### src/rtl/bfi_pkg.sv
package bfi_pkg;

    parameter int unsigned DATA_W = 32;
    localparam int unsigned POS_W = $clog2(DATA_W);

    typedef logic [DATA_W-1:0] word_t;
    typedef logic [POS_W-1:0]  pos_t;

    // Operand bundle carried from the ports into the datapath
    typedef struct packed {
        word_t src;
        word_t dst;
        pos_t  lo;
        pos_t  len_m1;
    } bfi_req_t;

    // Intermediate values produced ahead of the merge stage
    typedef struct packed {
        word_t aligned_src;
        word_t field_mask;
    } bfi_mid_t;

    // Merge of aligned source and destination under a mask
    function automatic word_t bfi_blend(word_t dst, word_t aligned, word_t mask);
        return (dst & ~mask) | (aligned & mask);
    endfunction

endpackage

### src/rtl/bfi_lshift.sv
module bfi_lshift #(
    parameter int unsigned W    = 32,
    parameter int unsigned SH_W = 5
) (
    input  logic [W-1:0]    din,
    input  logic [SH_W-1:0] amt,
    output logic [W-1:0]    dout
);
    logic [W-1:0] stage [SH_W+1];

    assign stage[0] = din;

    // One mux rank per shift-amount bit: depth grows with log2(W)
    for (genvar s = 0; s < SH_W; s++) begin : g_rank
        assign stage[s+1] = amt[s] ? (stage[s] << (2**s)) : stage[s];
    end

    assign dout = stage[SH_W];
endmodule

### src/rtl/bfi_mask_gen.sv
module bfi_mask_gen #(
    parameter int unsigned W     = 32,
    parameter int unsigned POS_W = 5
) (
    input  logic [POS_W-1:0] lo,
    input  logic [POS_W-1:0] len_m1,
    output logic [W-1:0]     mask
);
    logic [W-1:0] thermo;

    // Thermometer code: bit i set when i <= len_m1 (len_m1 = W-1 gives all ones)
    for (genvar i = 0; i < W; i++) begin : g_thermo
        assign thermo[i] = (len_m1 >= POS_W'(i));
    end

    // Bits pushed beyond the MSB fall off: this is the clipping of oversize fields
    bfi_lshift #(.W(W), .SH_W(POS_W)) u_mask_sh (
        .din  (thermo),
        .amt  (lo),
        .dout (mask)
    );
endmodule

### src/rtl/bfi_merge.sv
module bfi_merge
    import bfi_pkg::*;
(
    input  word_t    dst,
    input  bfi_mid_t mid,
    output word_t    result
);
    assign result = bfi_blend(dst, mid.aligned_src, mid.field_mask);
endmodule

### src/rtl/bfi_unit.sv
module bfi_unit
    import bfi_pkg::*;
#(
    parameter int unsigned DW = bfi_pkg::DATA_W,
    parameter int unsigned PW = bfi_pkg::POS_W
) (
    input  logic [DW-1:0] ins_src,
    input  logic [DW-1:0] ins_dst,
    input  logic [PW-1:0] fld_lo,
    input  logic [PW-1:0] fld_len_m1,
    output logic [DW-1:0] ins_out
);
    bfi_req_t req;
    bfi_mid_t mid;

    assign req.src    = ins_src;
    assign req.dst    = ins_dst;
    assign req.lo     = fld_lo;
    assign req.len_m1 = fld_len_m1;

    // Source alignment: left barrel shift by the field's low position
    bfi_lshift #(.W(DW), .SH_W(PW)) u_src_sh (
        .din  (req.src),
        .amt  (req.lo),
        .dout (mid.aligned_src)
    );

    // Field mask, built alongside the source shift in parallel
    bfi_mask_gen #(.W(DW), .POS_W(PW)) u_mask (
        .lo     (req.lo),
        .len_m1 (req.len_m1),
        .mask   (mid.field_mask)
    );

    bfi_merge u_merge (
        .dst    (req.dst),
        .mid    (mid),
        .result (ins_out)
    );
endmodule

### config.mk
export PLATFORM = sky130hd
export DESIGN_NAME = bfi_unit
export DESIGN_NICKNAME = d
export VERILOG_FILES = /design/src/rtl/bfi_pkg.sv /design/src/rtl/bfi_lshift.sv /design/src/rtl/bfi_mask_gen.sv /design/src/rtl/bfi_merge.sv /design/src/rtl/bfi_unit.sv
export SDC_FILE = /design/constraint.sdc
export NUM_CORES = 1
export LEC_CHECK = 0
export ABC_AREA = 1
export CORE_MARGIN = 2
export CORE_UTILIZATION = 30
export DETAILED_ROUTE_END_ITERATION = 10
export PLACE_DENSITY_LB_ADDON = 0.1
export SLEW_MARGIN = 20
export SYNTH_ARGS = -nofsm -noshare
export SYNTH_HDL_FRONTEND = slang
export SYNTH_HIERARCHICAL = 1
export SYNTH_SLANG_ARGS = --single-unit
### constraint.sdc
create_clock -name vclk -period 1.95
set_clock_uncertainty 0.05 [all_clocks]
set_input_delay 0.2925 -clock vclk [all_inputs]
set_output_delay 0.2925 -clock vclk [all_outputs]
set_load 0.01 [all_outputs]
==> flow_summary.toml, run 1 <==
[run_status]
status = "finished with violations"
violations = "negative setup slack"

[timing]
finalCriticalPeriod_ns = 2.07
setup_viol = 30
final.period_utilization_pct = 106
timing.fmax_mhz = 482
hold_violations = 0
maxSlewViolCount = 0
fin_ws_ns = -0.123
rsz0062_at_grt = "true"
whs_ns = 1.15

[setup_path]
slowest_stage = "clkbuf_16"
worstPathArrival_ns = 1.73
crit_required_ns = 1.61
critPathLaunchType = "primary input"
slowest_delay_ns = 0.17
end_kind = "primary output"
critical_path.top_delay_family = "simple AND/OR/NAND/NOR gates"
crit_chain = "buf_6 > buf_12 > buf_12 > clkbuf_16 > nand2_1 > nand3_1 > nand3_2 > nand3_2 > nand3_2 > nand2_1 > nand2_1 > nand2_1 > buf_2"
cp_common_cell = "nand2_1"
path_buf_inv = 5
crit_type = "primary input to primary output"
cp_max_fo = 17

[routing]
routed_via_density = 5.52
dr.pass1.iters = 5
drt_iter0_drc = 515
via_count = 6692
postRouteAntennaNets = 0
routed_wl_um = 19700
post-route-drc-count = 0
routedWlPerCell_um = 16.3

[floorplan]
die_height_um = 119
initial_core_util_pct = 31.1
die_x_um = 119
coreArea_sq_um = 12700
io_pins = 106
row_count = 41
die-area_sq_um = 14100

[logic_synthesis]
syn_avg_cell_area_sq_um = 4.39
yosysMostFrequentCell = "nand3_1"
syn_area_sq_um = 3950
yosysTopAreaCell = "nand3_1"
ys_seq_area_share_pct = 0
synthCells = 901
ys_warn_count = 6
synth_common_cells = "372 x nand3_1, 338 x nand2_1, 51 x inv_1"
synth.top_cell.area_share_pct = 47.1
yosysUniqueCellTypes = 19
ys_top_cells_by_area = "nand3_1 47%, nand2_1 32%, inv_1 4.8%"

[final_layout]
area_growth_syn_to_layout_pct = 90.0
regArea_sq_um = 0
n_clock_buffer = 0
final_cells = 1212
nFlopsAndLatches = 0
antenna_cells = 0
fin_nets = 1116
drive_gt1_share_pct = 45.5

[global_routing]
grt_pass1_vias = 6091
antenna_found_initial = 0
overflow = 0
grt_use_total_pct = 26.0
grt_start_max_net_pins = 36
grt_pass1_wl_um = 30800

[placement]
dp_slack_ns = -1.12
port_buffers = 106
hpwl_um = 14400
dp.cells = 1202
place_congestion = 0.929

[cts]
cts-hold-fix-buffers = 0

[pwr]
p_leak_nw = 3.58
powerDensity_nw_per_um2 = 267
vdd_drop_max_uv = 133

[worst_hold_path]
hp-class = "primary input to primary output"

[run]
drv_cap = 0
## stage by stage
stage               instance area, sq um  setup TNS (ns)  util [%]  total power [mW]
floorplan                           3960               0         -             0.881
global placement                    5720          -33.57      45.0              1.58
detailed placement                  5720          -33.25      45.0              1.58
CTS                                 6810           -2.07      53.5              1.78
global route                        7510           -5.81      59.0              2.18
finish                              7510           -2.45      59.0              2.01
## tightest hold or removal path: stages
cell	delay (ns)
clkdlybuf4s50_1	0.39
nand2_1	0.06
nand2_1	0.04
buf_2	0.13
## area by class of cell
class	count	area, sq um
inverter	57	236
fill	1312	5210
tap	172	215
timing repair buffer	199	1970
multi-input combinational	784	5080
## repair_timing
| action | CTS | global route |
|---|---|---|
| resized for setup | 419 | 169 |
| cloned | 2 | 1 |
| endpoints found under the setup margin | 32 | 32 |
| buffers inserted | 6 | 1 |
| pin swaps | 73 | 54 |
## per-layer routing
| metal | up-vias | track usage, % | wire, um |
|---|---|---|---|
| met2 | 249 | 43.2 | 9340 |
| met1 | 3111 | 35.9 | 8700 |
| met3 | 45 | 2.08 | 1100 |
| met5 | - | 0 | 0 |
| met4 | 0 | 6.92 | 558 |
| li1 | 3287 | - | - |
## power by group
part	internal, mW	switching, mW
Sequential	0	0
Clock	0	0
Combinational	0.828	1.18
## layout by cell type (no fill, tap or decap), types with 16 or more instances in the layout
master           Yosys  layout
clkdlybuf4s50_1      0      56
inv_1               51      40
nand2_2              1      80
nor2_1              44      21
buf_6                0      21
nand3_1            372     180
nand3_4              0      23
nand2_1            338     245
buf_12               0      16
nand3_2              0     169
buf_4                6      61
buf_2               26      25
## path summary, 6_finish.rpt
path,startpoint,to,slack [ns],depth (start not counted)
hold / removal,ins_dst[28],ins_out[28],1.15,4
setup / recovery,fld_lo[0],ins_out[29],-0.12,13
## kinds of logic after synthesis
| group | after synthesis | share of synthesized area, % |
|---|---|---|
| simple gates | 775 | 86.4 |
| buf+inv | 118 | 12.6 |
| compound gates | 7 | 0.886 |
| other cells | 1 | 0.0949 |
(Power assumes the default switching activity.)
==> run 2, diff against run 1 <==
- CAP_MARGIN: unset -> 20
==> results of run 2 <==
Same layout as run 1: the final DEF is identical, and so are final timing and power.
